===== src/rtl/dma_chain_pkg.sv =====
package dma_chain_pkg;
   localparam int unsigned CTL_EN     = 0;
   localparam int unsigned CTL_LINK   = 1;
   localparam int unsigned CTL_LOOP   = 2;
   localparam int unsigned CTL_JUMP   = 3;
   localparam int unsigned CTL_EOF    = 4;
   localparam int unsigned STAT_LO    = 8;
   localparam int unsigned STAT_W     = 8;
   localparam int unsigned LEN_LO     = 16;
   localparam int unsigned LEN_W      = 16;
   localparam int unsigned DESC_WORDS = 4;
   localparam int unsigned DESC_BYTES = DESC_WORDS * 4;

   typedef enum logic [2:0] {
      ST_IDLE, ST_FETCH, ST_LOAD, ST_RUN, ST_CLOSE, ST_WBACK, ST_ADV
   } seq_state_e;

   typedef enum logic [1:0] {
      SEL_CTL  = 2'd0,
      SEL_SRC  = 2'd1,
      SEL_DST  = 2'd2,
      SEL_LIST = 2'd3
   } reg_sel_e;
endpackage


===== src/rtl/dma_chain_xfer.sv =====
module dma_chain_xfer #(
   parameter int unsigned CW = 16
) (
   input  logic          clk,
   input  logic          rst_n,
   input  logic          start,
   input  logic          abort,
   input  logic [CW-1:0] len,
   output logic          busy,
   output logic          done
);
   localparam logic [CW-1:0] ONE = CW'(1);

   logic [CW-1:0] cnt_q;
   logic          busy_q;

   always_ff @(posedge clk or negedge rst_n) begin
      if (!rst_n) begin
         cnt_q  <= '0;
         busy_q <= 1'b0;
      end else if (abort) begin
         busy_q <= 1'b0;
      end else if (start) begin
         busy_q <= 1'b1;
         cnt_q  <= (len == '0) ? ONE : len;
      end else if (busy_q) begin
         if (cnt_q == ONE) busy_q <= 1'b0;
         else              cnt_q  <= cnt_q - ONE;
      end
   end

   assign busy = busy_q;
   assign done = busy_q && (cnt_q == ONE);

   // a transfer only starts while the engine is idle
   p_start_idle_r3: assert property (@(posedge clk) disable iff (!rst_n)
      start |-> !busy_q);

   // the engine counts down by one each running cycle
   p_count_down_r3: assert property (@(posedge clk) disable iff (!rst_n)
      (busy_q && !start && !abort && cnt_q != ONE) |=> (cnt_q == $past(cnt_q) - ONE));
endmodule


===== src/rtl/dma_chain_close.sv =====
module dma_chain_close
   import dma_chain_pkg::*;
#(
   parameter int unsigned AW = 16
) (
   input  logic [31:0]       ctl_in,
   input  logic              eof,
   input  logic [STAT_W-1:0] stat,
   input  logic [AW-1:0]     lar,
   input  logic [AW-1:0]     nxt,
   output logic [31:0]       ctl_out,
   output logic [AW-1:0]     lar_out,
   output logic              need_wb
);
   localparam logic [AW-1:0] STRIDE = AW'(DESC_BYTES);

   always_comb begin
      ctl_out          = ctl_in;
      ctl_out[CTL_EN]  = 1'b0;
      ctl_out[CTL_EOF] = eof;
      if (eof) ctl_out[STAT_LO +: STAT_W] = stat;
   end

   assign need_wb = ctl_in[CTL_LINK] && !ctl_in[CTL_LOOP];
   assign lar_out = ctl_in[CTL_JUMP] ? nxt : (lar + STRIDE);
endmodule


===== src/rtl/dma_chain_seq.sv =====
module dma_chain_seq
   import dma_chain_pkg::*;
#(
   parameter int unsigned AW = 16,
   parameter int unsigned CW = 16
) (
   input  logic          clk,
   input  logic          rst_n,
   input  logic          wr_en,
   input  logic [1:0]    wr_sel,
   input  logic [31:0]   wr_data,
   output logic          mem_req,
   output logic          mem_we,
   output logic [AW-1:0] mem_addr,
   output logic [31:0]   mem_wdata,
   input  logic [31:0]   mem_rdata,
   output logic          xfer_start,
   output logic [AW-1:0] xfer_src,
   output logic [AW-1:0] xfer_dst,
   output logic [CW-1:0] xfer_len,
   output logic          xfer_busy,
   input  logic          periph_eof,
   input  logic [7:0]    periph_stat,
   output logic          list_done,
   output logic          chan_busy,
   output logic [31:0]   ctl_o,
   output logic [AW-1:0] lar_o
);
   localparam int unsigned   IW       = $clog2(DESC_WORDS);
   localparam logic [IW-1:0] LAST_IDX = IW'(DESC_WORDS - 1);

   if (AW < 5 || AW > 24) begin : g_bad_aw
      $error("dma_chain_seq: AW must lie in 5..24");
   end
   if (CW < 1 || CW > LEN_W) begin : g_bad_cw
      $error("dma_chain_seq: CW must lie in 1..LEN_W");
   end
   if (STAT_W != 8) begin : g_bad_stat
      $error("dma_chain_seq: status field must be one byte");
   end

   seq_state_e          st_q, st_d;
   logic [31:0]         ctl_q;
   logic [AW-1:0]       src_q, dst_q, lar_q, nxt_q;
   logic [IW-1:0]       idx_q;
   logic                eof_q;
   logic [STAT_W-1:0]   stat_q;
   logic                done_q;

   logic                wr_ctl, sw_abort, x_start, x_abort, x_done;
   logic [31:0]         ctl_closed;
   logic [AW-1:0]       lar_next;
   logic                need_wb;

   // descriptor words captured during fetch; the last word is taken directly
   logic [31:0]         shadow [DESC_WORDS-1];
   for (genvar w = 0; w < DESC_WORDS - 1; w++) begin : g_shadow
      logic [31:0] word_q;
      always_ff @(posedge clk or negedge rst_n) begin
         if (!rst_n)                                       word_q <= '0;
         else if (st_q == ST_FETCH && idx_q == IW'(w))     word_q <= mem_rdata;
      end
      assign shadow[w] = word_q;
   end

   logic unused_bits;
   assign unused_bits = ^{shadow[1][31:AW], shadow[2][31:AW], mem_rdata[31:AW]};

   assign wr_ctl   = wr_en && (reg_sel_e'(wr_sel) == SEL_CTL);
   assign sw_abort = (st_q == ST_RUN) && wr_ctl && !wr_data[CTL_EN];
   assign x_start  = (st_q == ST_LOAD) && ctl_q[CTL_EN];
   assign x_abort  = sw_abort || ((st_q == ST_RUN) && periph_eof);

   dma_chain_xfer #(.CW(CW)) u_xfer (
      .clk   (clk),
      .rst_n (rst_n),
      .start (x_start),
      .abort (x_abort),
      .len   (ctl_q[LEN_LO +: CW]),
      .busy  (xfer_busy),
      .done  (x_done)
   );

   dma_chain_close #(.AW(AW)) u_close (
      .ctl_in  (ctl_q),
      .eof     (eof_q),
      .stat    (stat_q),
      .lar     (lar_q),
      .nxt     (nxt_q),
      .ctl_out (ctl_closed),
      .lar_out (lar_next),
      .need_wb (need_wb)
   );

   always_comb begin
      st_d = st_q;
      unique case (st_q)
         ST_IDLE:  if (wr_ctl && wr_data[CTL_EN])
                      st_d = wr_data[CTL_LINK] ? ST_FETCH : ST_LOAD;
         ST_FETCH: if (idx_q == LAST_IDX) st_d = ST_LOAD;
         ST_LOAD:  st_d = ctl_q[CTL_EN] ? ST_RUN : ST_IDLE;
         ST_RUN:   if (sw_abort)                 st_d = ST_IDLE;
                   else if (periph_eof || x_done) st_d = ST_CLOSE;
         ST_CLOSE: if (!ctl_q[CTL_LINK]) st_d = ST_IDLE;
                   else                  st_d = need_wb ? ST_WBACK : ST_ADV;
         ST_WBACK: st_d = ST_ADV;
         ST_ADV:   st_d = ST_FETCH;
         default:  st_d = ST_IDLE;
      endcase
   end

   always_ff @(posedge clk or negedge rst_n) begin
      if (!rst_n) begin
         st_q   <= ST_IDLE;
         ctl_q  <= '0;
         src_q  <= '0;
         dst_q  <= '0;
         lar_q  <= '0;
         nxt_q  <= '0;
         idx_q  <= '0;
         eof_q  <= 1'b0;
         stat_q <= '0;
         done_q <= 1'b0;
      end else begin
         st_q   <= st_d;
         done_q <= 1'b0;
         unique case (st_q)
            ST_IDLE: begin
               idx_q <= '0;
               if (wr_en) begin
                  unique case (reg_sel_e'(wr_sel))
                     SEL_CTL:  ctl_q <= wr_data;
                     SEL_SRC:  src_q <= wr_data[AW-1:0];
                     SEL_DST:  dst_q <= wr_data[AW-1:0];
                     SEL_LIST: lar_q <= wr_data[AW-1:0];
                     default:  ;
                  endcase
               end
            end
            ST_FETCH: begin
               idx_q <= idx_q + 1'b1;
               if (idx_q == LAST_IDX) begin
                  ctl_q           <= shadow[0];
                  ctl_q[CTL_LINK] <= 1'b1;
                  src_q           <= shadow[1][AW-1:0];
                  dst_q           <= shadow[2][AW-1:0];
                  nxt_q           <= mem_rdata[AW-1:0];
               end
            end
            ST_LOAD:  done_q <= !ctl_q[CTL_EN] && ctl_q[CTL_LINK];
            ST_RUN: begin
               if (sw_abort) begin
                  ctl_q[CTL_EN] <= 1'b0;
               end else if (periph_eof) begin
                  eof_q  <= 1'b1;
                  stat_q <= periph_stat;
               end else if (x_done) begin
                  eof_q  <= 1'b0;
               end
            end
            ST_CLOSE: ctl_q <= ctl_closed;
            ST_ADV: begin
               lar_q <= lar_next;
               idx_q <= '0;
            end
            default: ;
         endcase
      end
   end

   assign mem_req    = (st_q == ST_FETCH) || (st_q == ST_WBACK);
   assign mem_we     = (st_q == ST_WBACK);
   assign mem_addr   = (st_q == ST_WBACK) ? lar_q : (lar_q + AW'({idx_q, 2'b00}));
   assign mem_wdata  = ctl_q;
   assign xfer_start = x_start;
   assign xfer_src   = src_q;
   assign xfer_dst   = dst_q;
   assign xfer_len   = ctl_q[LEN_LO +: CW];
   assign list_done  = done_q;
   assign chan_busy  = (st_q != ST_IDLE);
   assign ctl_o      = ctl_q;
   assign lar_o      = lar_q;

   // the start strobe never lasts two cycles
   p_start_pulse_r2: assert property (@(posedge clk) disable iff (!rst_n)
      xfer_start |=> !xfer_start);

   // memory is only touched in chained mode
   p_direct_quiet_r4: assert property (@(posedge clk) disable iff (!rst_n)
      mem_req |-> ctl_q[CTL_LINK]);

   // the fourth fetched word is followed by the load step
   p_fetch_len_r5: assert property (@(posedge clk) disable iff (!rst_n)
      (st_q == ST_FETCH && idx_q == LAST_IDX) |=> (st_q == ST_LOAD));

   // a written-back control word always has the enable bit cleared
   p_wb_disabled_r6: assert property (@(posedge clk) disable iff (!rst_n)
      mem_we |-> !mem_wdata[CTL_EN]);

   // an end-of-frame in a run cycle leads to closure with the flag held
   p_eof_close_r7: assert property (@(posedge clk) disable iff (!rst_n)
      (st_q == ST_RUN && periph_eof && !sw_abort) |=> (st_q == ST_CLOSE && eof_q));

   // loop descriptors are never written
   p_loop_no_wb_r8: assert property (@(posedge clk) disable iff (!rst_n)
      mem_we |-> !mem_wdata[CTL_LOOP]);

   // the end-of-chain pulse only appears with the channel idle
   p_list_done_idle_r10: assert property (@(posedge clk) disable iff (!rst_n)
      list_done |-> (!chan_busy && !xfer_busy));

   // an abort write stops sequencer and engine in one cycle
   p_abort_r11: assert property (@(posedge clk) disable iff (!rst_n)
      sw_abort |=> (!chan_busy && !xfer_busy && !mem_req));
endmodule


===== config.mk =====
export PLATFORM = sky130hd
export DESIGN_NAME = dma_chain_seq
export DESIGN_NICKNAME = d
export VERILOG_FILES = /design/src/rtl/dma_chain_pkg.sv /design/src/rtl/dma_chain_xfer.sv /design/src/rtl/dma_chain_close.sv /design/src/rtl/dma_chain_seq.sv
export SDC_FILE = /design/constraint.sdc
export NUM_CORES = 1
export LEC_CHECK = 0
export BUFFER_PORTS_ARGS = -buffer_cell sky130_fd_sc_hd__buf_2
export CORE_MARGIN = 4
export CORE_UTILIZATION = 49
export DETAILED_ROUTE_END_ITERATION = 8
export PLACE_DENSITY = 0.74
export SYNTH_ARGS = -nofsm -noshare
export SYNTH_HDL_FRONTEND = slang
export SYNTH_SLANG_ARGS = --single-unit

===== constraint.sdc =====
create_clock -name clk -period 2.79 [get_ports clk]
set_input_delay 0.1395 -clock clk [delete_from_list [all_inputs] [get_ports clk]]
set_output_delay 0.1395 -clock clk [all_outputs]
set_load 0.02 [all_outputs]

# --- Word-level counts from Yosys, hierarchy flattened ---
# Cells that the tools add are included.
classes:
  add_sub_neg: 4
  mul: 0
  div: 0
  n_lt_le_gt_ge: 0
  n_eq_ne: 24
  n_shift: 0
  muxes: 41
  n_bitwise: 3
  reduce_logical: 43
ops:
  columns: ["cell", "count"]
  rows:
  - ["16-bit 2-to-1 mux", 14]
  - ["32-bit 2-to-1 mux", 3]
  - ["16-bit case mux with 2 select lines", 3]
  - ["31-bit case mux with 3 select lines", 1]
  - ["3-bit case mux with 7 select lines", 1]
  - ["16-bit by 4-bit adder with 16-bit output", 1]
  - ["16-bit by 5-bit adder with 16-bit output, second input constant", 1]
  - ["16-bit by 1-bit == test with 1-bit output, second input constant", 1]
  - ["16-bit zero test", 1]
  - ["16-bit by 1-bit subtractor with 16-bit output, second input constant", 1]
  - ["3-bit 2-to-1 mux", 5]
  - ["3-bit AND reduction", 5]
  - ["5-bit AND reduction", 3]
  - ["1-bit logical AND", 12]
  - ["2-bit inequality test, second input constant", 6]
  - ["4-bit AND reduction", 3]
  - ["2-bit nonzero test", 5]
  - ["3-bit == test, second input constant", 3]
  - ["2-bit == test, second input constant", 4]
  - ["1-bit 2-to-1 mux", 8]
  - ["8-bit 2-to-1 mux", 1]
  - ["2-bit by 1-bit inequality test with 1-bit output, second input constant", 4]
  - ["3-bit by 2-bit == test with 1-bit output, second input constant", 2]
  - ["2-bit 2-to-1 mux", 3]
  - ["other kinds (15)", 24]
word_totals:
  regBits: 192
  latchBits: 0
  mem_bits_rw: 0
  mem_bits_ro: 0
  inputBits: 78
  wordCells: 133
  memories: 0

# --- Longest topological paths before layout ---
# Gate-level depths: netlist of run 1.
depth:
  word_depth: 7
  depth_mapped: 9
  mapped_depth_nobuf: 7

# --- Hierarchy ---
# Synthesis of run 1 repeated with hierarchy kept, for this count alone.
unflattened:
  hier_cells: 965
  hier_area_um2: 10274.9
modules_own_cells:
  columns: ["module", "n_inst", "cells_per_inst", "area_each_um2"]
  rows:
  - ["dma_chain_seq", 1, 734, 8420.6]
  - ["dma_chain_xfer", 1, 138, 1189.9]
  - ["dma_chain_close", 1, 93, 664.4]

# --- Worst setup path before layout of run 1 ---
# No wires, ideal clock.
synth_timing:
  kind: "register to register"
  startpoint: "reg st_q[0]"
  endpoint: "reg g_shadow[1].word_q[10]"
  setup_time_ps: 125
  arrival_time_ps: 2091
  t_required_ps: 2665
  path_slack_ps: 574
  path_stages_with_launch: 8
  n_path_buf: 3
  period_less_slack_ps: 2216
  path_cell_list: "dfrtp_1 > buf_2 > nor2b_1 > and2_1 > and2_1 > clkbuf_1 > buf_2 > mux2_2"
synth_between:
  elab_chain_len: 2
synth_lines:
  columns: ["element", "line", "rtl"]
  rows:
  - ["from (decl)", "dma_chain_seq.sv:42", "seq_state_e st_q, st_d;"]
  - ["from (signal assigned)", "dma_chain_seq.sv:125", "st_q <= st_d;"]
  - ["3-bit by 1-bit == test with 1-bit output", "dma_chain_seq.sv:61", "else if (st_q == ST_FETCH && idx_q == IW'(w)) word_q <= mem_rdata;"]
  - ["1-bit logical AND", "dma_chain_seq.sv:61", null]
  - ["to (signal assigned)", "dma_chain_seq.sv:61", null]
  - ["to (decl)", "dma_chain_seq.sv:58", "logic [31:0] word_q;"]
# Every way passes these cells.
# A chain may end at the register's enable or synchronous reset.

# --- Final worst setup path of run 1 ---
layout_timing:
  startpoint: "reg idx_q[0]"
  endpoint: "out mem_addr[14]"
layout_between:
  elab_chain_len: 2
layout_lines:
  columns: ["element", "line", "rtl"]
  rows:
  - ["from (decl)", "dma_chain_seq.sv:45", "logic [IW-1:0] idx_q;"]
  - ["from (signal assigned)", "dma_chain_seq.sv:141", "idx_q <= idx_q + 1'b1;"]
  - ["16-bit by 4-bit adder with 16-bit output", "dma_chain_seq.sv:173", "assign mem_addr = (st_q == ST_WBACK) ? lar_q : (lar_q + AW'({idx_q, 2'b00}));"]
  - ["16-bit 2-to-1 mux", "dma_chain_seq.sv:173", null]
  - ["to (decl)", "dma_chain_seq.sv:14", "output logic [AW-1:0] mem_addr,"]
# Every way passes these cells.

==> results of run 1 <==
synthesized netlist by cell type (3+ instances only):
library cell    n  share of area [%]
dfrtp_1       191                 50
nand2_1        94                3.7
o21ai_0        94                4.9
mux2_2         88                 10
buf_4          74                5.8
a21oi_1        70                3.6
nor2_1         42                1.6
clkbuf_1       29                1.1
mux2i_1        22                2.3
nor2b_1        19                1.2
buf_2          18               0.94
inv_1          16               0.62
xor2_1         15                1.4
a22o_1         13                1.2
nand3_1        11               0.57
nor3_1         10               0.52
o22ai_1        10               0.65
a32oi_1         9               0.82
ha_1            9                1.2
nor4_1          8               0.52
and2_1          7               0.45
nand4_1         7               0.45
a22oi_1         6               0.47
o211ai_1        6               0.47
nand3b_1        5               0.39
o311ai_0        5               0.45
or2_2           5               0.32
xnor2_1         5               0.45
a2bb2oi_1       4               0.36
o21a_1          4               0.31
a31oi_1         3               0.20
and3_1          3               0.20
nand2b_1        3               0.20
cells by family after synthesis:
kind of cell | share of synthesized area, %
adder cells (fa/ha/maj) | 1.38
XOR/XNOR | 1.82
buffers and inverters | 8.70
AO/OA/AOI/OAI | 15.0
AND/OR/NAND/NOR | 10.9
multiplexers | 12.6
flip-flops | 49.7
critical path: stages, from the launching register on:
cell and delay [ps]:
dfrtp_2 430, ha_1 200, inv_1 60, fa_1 370, nand2b_1 260, nor4_2 340, xor2_1 170, buf_2 180
how the worst min path moves through the flow:
stage	start	endpoint	cells past startpoint
after detailed placement	rst_n	list_done$_DFF_PN0_	1
after CTS	wr_data[23]	ctl_o[23]$_DFFE_PN0P_	3
after floorplan	rst_n	ctl_o[0]$_DFFE_PN0P_	0
after global placement	rst_n	list_done$_DFF_PN0_	1
after global routing	mem_rdata[11]	nxt_q[11]$_DFFE_PN0P_	2
final	wr_data[12]	lar_o[12]$_DFFE_PN0P_	3
metrics by stage:
stage,hold WS [ps],power (mW),std cells,worst slack (ps)
2_1_floorplan,-156,9.10,934,574
5_1_grt,18.2,13.6,1405,55.2
6_report,30.6,12.8,1405,219
3_5_place_dp,206,10.5,1317,370
4_1_cts,2.50,12.9,1404,130
3_3_place_gp,200,10.3,1317,406
registers in the layout (all words and copies together) (netlist names):
name / count
g_shadow.word_q: 63
ctl_o: 32
lar_o: 16
nxt_q: 16
u_xfer.cnt_q: 16
xfer_dst: 16
xfer_src: 16
stat_q: 8
st_q: 3
idx_q: 2
eof_q: 1
list_done: 1
u_xfer.busy: 1
where the power goes:
part | internal [mW] | leakage, nW | switching, mW | total, mW
sequential | 3.92 | 2.40 | 1.09 | 5.01
clock | 1.17 | 0.267 | 1.15 | 2.33
combinational | 2.15 | 2.87 | 3.35 | 5.50
total | 7.25 | 5.53 | 5.59 | 12.8
timing repair:
action,in CTS,in global routing
hold buffers,55,0
gates resized for setup,0,2
hold endpoints to repair,156,0
endpoints found under the setup margin,0,1
layout make-up:
| cell class | instances | area (um2) |
|---|---|---|
| Tap cell | 260 | 325 |
| Antenna cell | 1 | 2.50 |
| Clock inverter | 14 | 126 |
| Fill cell | 1563 | 7380 |
| Clock buffer | 18 | 429 |
| Sequential cell | 191 | 4780 |
| Multi-Input combinational cell | 602 | 4030 |
| Inverter | 17 | 63.8 |
| Timing Repair Buffer | 302 | 1880 |
per-layer routing:
layer	up-vias	GRT usage (%)	routed length (um)
li1	3617	-	-
met1	3710	30.0	10600
met2	277	41.5	13600
met3	51	4.78	1580
met4	2	7.90	678
met5	-	0	12
==> results.cfg, run 1 <==
[clocking]
clock_latency_ps = 440
cts_tree = done
cts_setup_buffers = 0
cts_buffers = 17
cts_root_buffer = clkbuf_16
clkSinkCount = 191
cts.htree.levels = 4
path_clk_slew_ps = 70
clk_path_buf_depth = 2

[place]
gp_congestion = 0.904
port_buffers = 227
place_hpwl_um = 18500
placed_area_um2 = 10500

[floorplanning]
initial_utilization_pct = 50.6
io_pins = 228
core.rowCount = 50
fp.dieW_um = 148
dieArea_um2 = 21900
dieHeight_um = 148
core_area_um2 = 19000

[setup_path]
worstReg2RegEnd = u_xfer.cnt_q[0]$_DFFE_PN0P_
cp-start-kind = flop
critical_path.startpoint = idx_q[0]$_DFFE_PN0P_
cp_data_required_time_ps = 2650
end_kind = output pin
r2r_slack_ps = 320
r2r-start = u_xfer.cnt_q[2]$_DFFE_PN0P_
crit_type = reg -> out
path_max_fanout = 7
reg2regPathDepth = 6
endpoint = mem_addr[14]
worstPathArrival_ps = 2430

[sta]
maxSlewViolCount = 0
setup_violations = 0
skew_ps = 7.19
hold_viol = 0
rsz0062_at_grt = false
tns_ps = 0
slew_headroom_pct = 33.8
min_period_ps = 2570
fmax_ghz = 0.389
finalCritPeriodShare_pct = 92.1
tightest_slew_ps = 987

[flow_run]
maxCapViolations = 0

[detailed_routing]
drt_pass1_iterations = 5
ant_nets = 0
routed_wl_um = 26600
wl_per_cell_um = 18.9
viasPerCell = 5.45
drt-initial-drc-count = 507
vias = 7657
route.detailed.drc = 0

[power]
peakVddDrop_v = 0.000558
p_leak_nw = 5.53
power-per-cell-area_nw_per_um2 = 1100

[global_route]
grt_usage_pct = 23.9
grt_pass1_wl_um = 41100
gr-total-overflow = 0
antenna_found_initial = 2
grt_pass1_vias = 7638
grt_start_max_net_pins = 72

[final_layout]
area_growth_pct = 20.9
finalCoreUtilization_pct = 61.2
fin_nets = 1219
layout_commonest_cell = buf_2
layout-drive-gt1-share_pct = 33.4
layout_common_cells = buf_2 (226), dfrtp_1 (190), o21ai_0 (94), nand2_1 (94), mux2_2 (88)
fin_area_um2 = 11600

[synthesis]
synth.avg_cell_area_um2 = 10.3
synth-edff-count = 0
yosysSeqAreaShare_pct = 49.7
synthCells = 934
synth_seq_cells = 191
synth.net_count = 1022
async_reset_ff_share_pct = 100
synthFlopType = dfrtp_1
ys_types = 56
ys_warn_count = 0
synth_area_um2 = 9630

[worst_hold_path]
hold_path.class = in -> reg

[run_status]
run_status = finished, final reports clean
Power figures use the tool's default switching activity.
==> inputs of run 2 (changes only) <==
- GPL_TIMING_DRIVEN: default -> 0
==> results.cfg, run 2 (synthesized netlist as in run 1, its figures left out) <==
[floorplanning]
fp.dieW_um = 148
core_area_um2 = 19000
dieArea_um2 = 21900
core.rowCount = 50
dieHeight_um = 148
initial_utilization_pct = 50.6
io_pins = 228

[sta]
rsz0062_at_grt = false
tightest_slew_ps = 902
setup_violations = 0
tns_ps = 0
fmax_ghz = 0.376
holdWs_ps = -1.17
finalCritPeriodShare_pct = 95.2
hold_viol = 1
skew_ps = 7.65
maxSlewViolCount = 0
slew_headroom_pct = 39.4
min_period_ps = 2660

[global_route]
grt_start_max_net_pins = 126
grt_pass1_wl_um = 45400
grt_pass1_vias = 8418
antenna_found_initial = 2
grt_usage_pct = 26.3
gr-total-overflow = 0

[final_layout]
fin_area_um2 = 12200
layout-drive-gt1-share_pct = 37.0
fin_nets = 1314
layout_commonest_cell = buf_2
layout_common_cells = buf_2 (244), dfrtp_1 (190), o21ai_0 (94), nand2_1 (94), mux2_2 (88)
area_growth_pct = 26.5
largest_register = g_shadow.word_q
largest_reg_flops = 63
n_fill_cell = 1597

[clocking]
cts.htree.levels = 4
clock_latency_ps = 440
cts_root_buffer = clkbuf_16
cts_tree = done
path_clk_slew_ps = 70
clkSinkCount = 191
cts_buffers = 17
clk_path_buf_depth = 2

[setup_path]
path_max_fanout = 10
worstPathArrival_ps = 2520
cp_data_required_time_ps = 2650
end_kind = output pin
crit_type = reg -> out
cp-start-kind = flop

[worst_hold_path]
hold_path.class = in -> reg

[place]
placed_area_um2 = 11100
port_buffers = 227
place_hpwl_um = 20900
gp_congestion = 0.914

[power]
power-per-cell-area_nw_per_um2 = 1130
p_leak_nw = 5.91
peakVddDrop_v = 0.000648
power_mw = 13.8

[detailed_routing]
wl_per_cell_um = 19.3
ant_nets = 0
route.detailed.drc = 0
drt-initial-drc-count = 668
vias = 8264
drt_pass1_iterations = 5
routed_wl_um = 29000
viasPerCell = 5.51

[run_status]
violations = hold timing
run_status = finished with violations

[flow_run]
maxCapViolations = 0
==> run 2: through the flow <==
| step | utilization (%) | hold WS (ps) | setup slack, ps | std cells |
|---|---|---|---|---|
| floorplan | - | -156 | 574 | 934 |
| finish | 64.0 | -1.17 | 133 | 1500 |
| CTS | 63.8 | 1.23 | 22.5 | 1497 |
| detailed placement | 58.5 | 140 | 218 | 1422 |
| global placement | 58.3 | 371 | -1600 | 1421 |
| global route | 64.0 | 3.93 | 1.55 | 1500 |
==> run 2: final cells by class <==
cell class                 count  area [um2]  area share [%]
sequential                   191        4780            39.3
antenna                        1        2.50          0.0206
multi-input combinational    602        4020            33.0
buffer                       124         774            6.36
clock inverter                14         149            1.22
timing repair buffer         273        1620            13.3
clock buffer                  18         439            3.61
inverter                      17        63.8           0.524
tap                          260         325            2.67
==> run 2: path summary, 6_finish.rpt <==
kind,startpoint,end,slack (ps),cells past startpoint
setup reg to reg,st_q[0]$_DFFE_PN0P_,ctl_o[4]$_DFFE_PN0P_,240,8
hold reg to reg,xfer_src[3]$_DFFE_PN0P_,xfer_src[3]$_DFFE_PN0P_,480,2
setup / recovery,st_q[1]$_DFFE_PN0P_,xfer_start,130,7
hold / removal,wr_data[20],ctl_o[20]$_DFFE_PN0P_,-1,3
min in group asynchronous,rst_n,ctl_o[4]$_DFFE_PN0P_,250,2
max in group asynchronous,rst_n,xfer_dst[13]$_DFFE_PN0P_,1550,3
==> run 2: worst max-delay path, cell delays in order (launching register included) <==
cell     delay [ps]
dfrtp_1         360
buf_2           210
nor2b_1         250
nand3_2         250
inv_1           240
buf_2           270
buf_2           270
buf_2           210
==> run 2: repair_timing <==
item,CTS,global route
resized for setup,0,5
hold endpoints to repair,129,0
hold buffers,43,0
setup buffers,0,2
endpoints found under the setup margin,0,6
==> run 2: layer usage <==
metal	share of wire, %	vias up	global-route usage (%)
met1	40	4043	33.5
met3	6.7	63	4.75
li1	-	3822	-
met5	0.045	-	0
met4	2.6	2	8.18
met2	51	334	45.8
==> run 2: report_power, final <==
part	internal, mW	switching (mW)	total, mW
clock	1.29	1.17	2.46
combinational	2.69	3.67	6.36
sequential	3.93	1.03	4.95
total	7.91	5.87	13.8
==> inputs of run 3 (changes only) <==
- PLACE_DENSITY: 0.74 -> 0.8
==> results.cfg, run 3 (synthesized netlist as in run 1, its figures left out) <==
[floorplanning]
core_area_um2 = 19000
io_pins = 228
core.rowCount = 50
dieArea_um2 = 21900
fp.dieW_um = 148
dieHeight_um = 148
initial_utilization_pct = 50.6

[final_layout]
largest_reg_flops = 63
largest_register = g_shadow.word_q
layout_common_cells = buf_2 (244), dfrtp_1 (190), o21ai_0 (94), nand2_1 (94), mux2_2 (88)
fin_area_um2 = 12100
layout-drive-gt1-share_pct = 36.8
layout_commonest_cell = buf_2
fin_nets = 1313
area_growth_pct = 26.1

[sta]
min_period_ps = 2640
rsz0062_at_grt = false
hold_viol = 0
holdWs_ps = 6.91
setup_violations = 0
slew_headroom_pct = 37.5
tightest_slew_ps = 931
skew_ps = 11.1
maxSlewViolCount = 0
finalCritPeriodShare_pct = 94.6
fmax_ghz = 0.379

[power]
power-per-cell-area_nw_per_um2 = 1130
peakVddDrop_v = 0.000643
p_leak_nw = 5.88

[detailed_routing]
ant_nets = 0
viasPerCell = 5.61
wl_per_cell_um = 19.8
routed_wl_um = 29700
drt_pass1_iterations = 5
drt-initial-drc-count = 738
route.detailed.drc = 0
vias = 8421

[place]
placed_area_um2 = 11100
place_hpwl_um = 21400
port_buffers = 227
gp_congestion = 0.906

[setup_path]
cp-start-kind = flop
cp_data_required_time_ps = 2650
worstPathArrival_ps = 2500
end_kind = output pin
path_max_fanout = 6
crit_type = reg -> out

[global_route]
grt_pass1_vias = 8450
grt_start_max_net_pins = 109
antenna_found_initial = 4
grt_usage_pct = 27.0
grt_pass1_wl_um = 46500
gr-total-overflow = 0

[clocking]
cts_root_buffer = clkbuf_16
cts.htree.levels = 4
cts_buffers = 17
cts_tree = done
clk_path_buf_depth = 2
clock_latency_ps = 440
clkSinkCount = 191
path_clk_slew_ps = 70

[worst_hold_path]
hold_path.class = in -> reg

[flow_run]
maxCapViolations = 0

[run_status]
run_status = finished, final reports clean
[run 3: cell count changes in the layout (fill, tap and decap cells not counted), sizes merged]
cell and delta:
bufinv -1, inv -4, clkbuf +2, clkinv +1
diode +2, clkinvlp +2, buf -1
[run 3: layout make-up]
type                    instances  area (um2)
diodes                          3        7.51
plain buffers                 124         773
clock buffers                  20         447
clock inverters                12         108
fillers                      1565        6880
inverters                      17        63.8
multi-input cells             602        4030
flip-flops and latches        191        4780
well taps                     260         325
repair buffers                272        1610
[run 3: path summary, 6_finish.rpt]
| kind | startpoint | to | slack (ps) | depth (start not counted) |
|---|---|---|---|---|
| worst max-delay path | idx_q[1]$_DFFE_PN0P_ | mem_addr[15] | 150 | 8 |
| worst min-delay path | wr_data[30] | ctl_o[30]$_DFFE_PN0P_ | 7 | 3 |
| worst max register to register | st_q[0]$_DFFE_PN0P_ | xfer_src[15]$_DFFE_PN0P_ | 220 | 8 |
| worst min register to register | xfer_src[6]$_DFFE_PN0P_ | xfer_src[6]$_DFFE_PN0P_ | 480 | 2 |
| max in group asynchronous | rst_n | g_shadow[1].word_q[6]$_DFFE_PN0P_ | 1500 | 3 |
| min in group asynchronous | rst_n | ctl_o[17]$_DFFE_PN0P_ | 310 | 2 |
[run 3: metrics by stage]
step | worst slack (ps) | total power, mW | util (%) | TNS, ps | instances
2_1_floorplan | 574 | 9.10 | - | 0 | 934
6_report | 151 | 13.7 | 63.8 | 0 | 1501
4_1_cts | 41.5 | 13.7 | 63.7 | 0 | 1498
5_1_grt | 34.6 | 14.5 | 63.8 | 0 | 1500
3_5_place_dp | 313 | 11.3 | 58.5 | 0 | 1422
3_3_place_gp | -1520 | 11.1 | 58.3 | -286890 | 1421
[run 3: routing by layer]
layer	vias up	GRT usage [%]	part of all wire, %	wire length [um]
li1	3818	-	-	-
met1	4158	33.2	38	11400
met2	392	46.8	50	14800
met3	49	7.37	9.2	2730
met4	4	7.71	2.3	675
met5	-	0	0.10	30
[run 3: report_power, final]
| part | internal (mW) | switching, mW | total (mW) | leakage (nW) |
|---|---|---|---|---|
| clock network | 1.19 | 1.11 | 2.30 | 0.257 |
| logic | 2.69 | 3.70 | 6.39 | 3.22 |
| registers | 3.93 | 1.06 | 4.99 | 2.40 |
[run 3: timing repair]
item	in CTS	in global routing
hold buffers	43	0
setup endpoints to repair	2	3
cloned	0	0
hold endpoints to repair	145	0
setup buffers	1	0
resized for setup	1	4
[run 3: worst max-delay path, stage by stage (launching register included)]
cell      delay, ps
dfrtp_1         450
ha_1            300
a21o_1          100
nand3_1         100
or2_2           320
clkbuf_1        180
nor3_2          270
xor2_1          160
buf_2           180
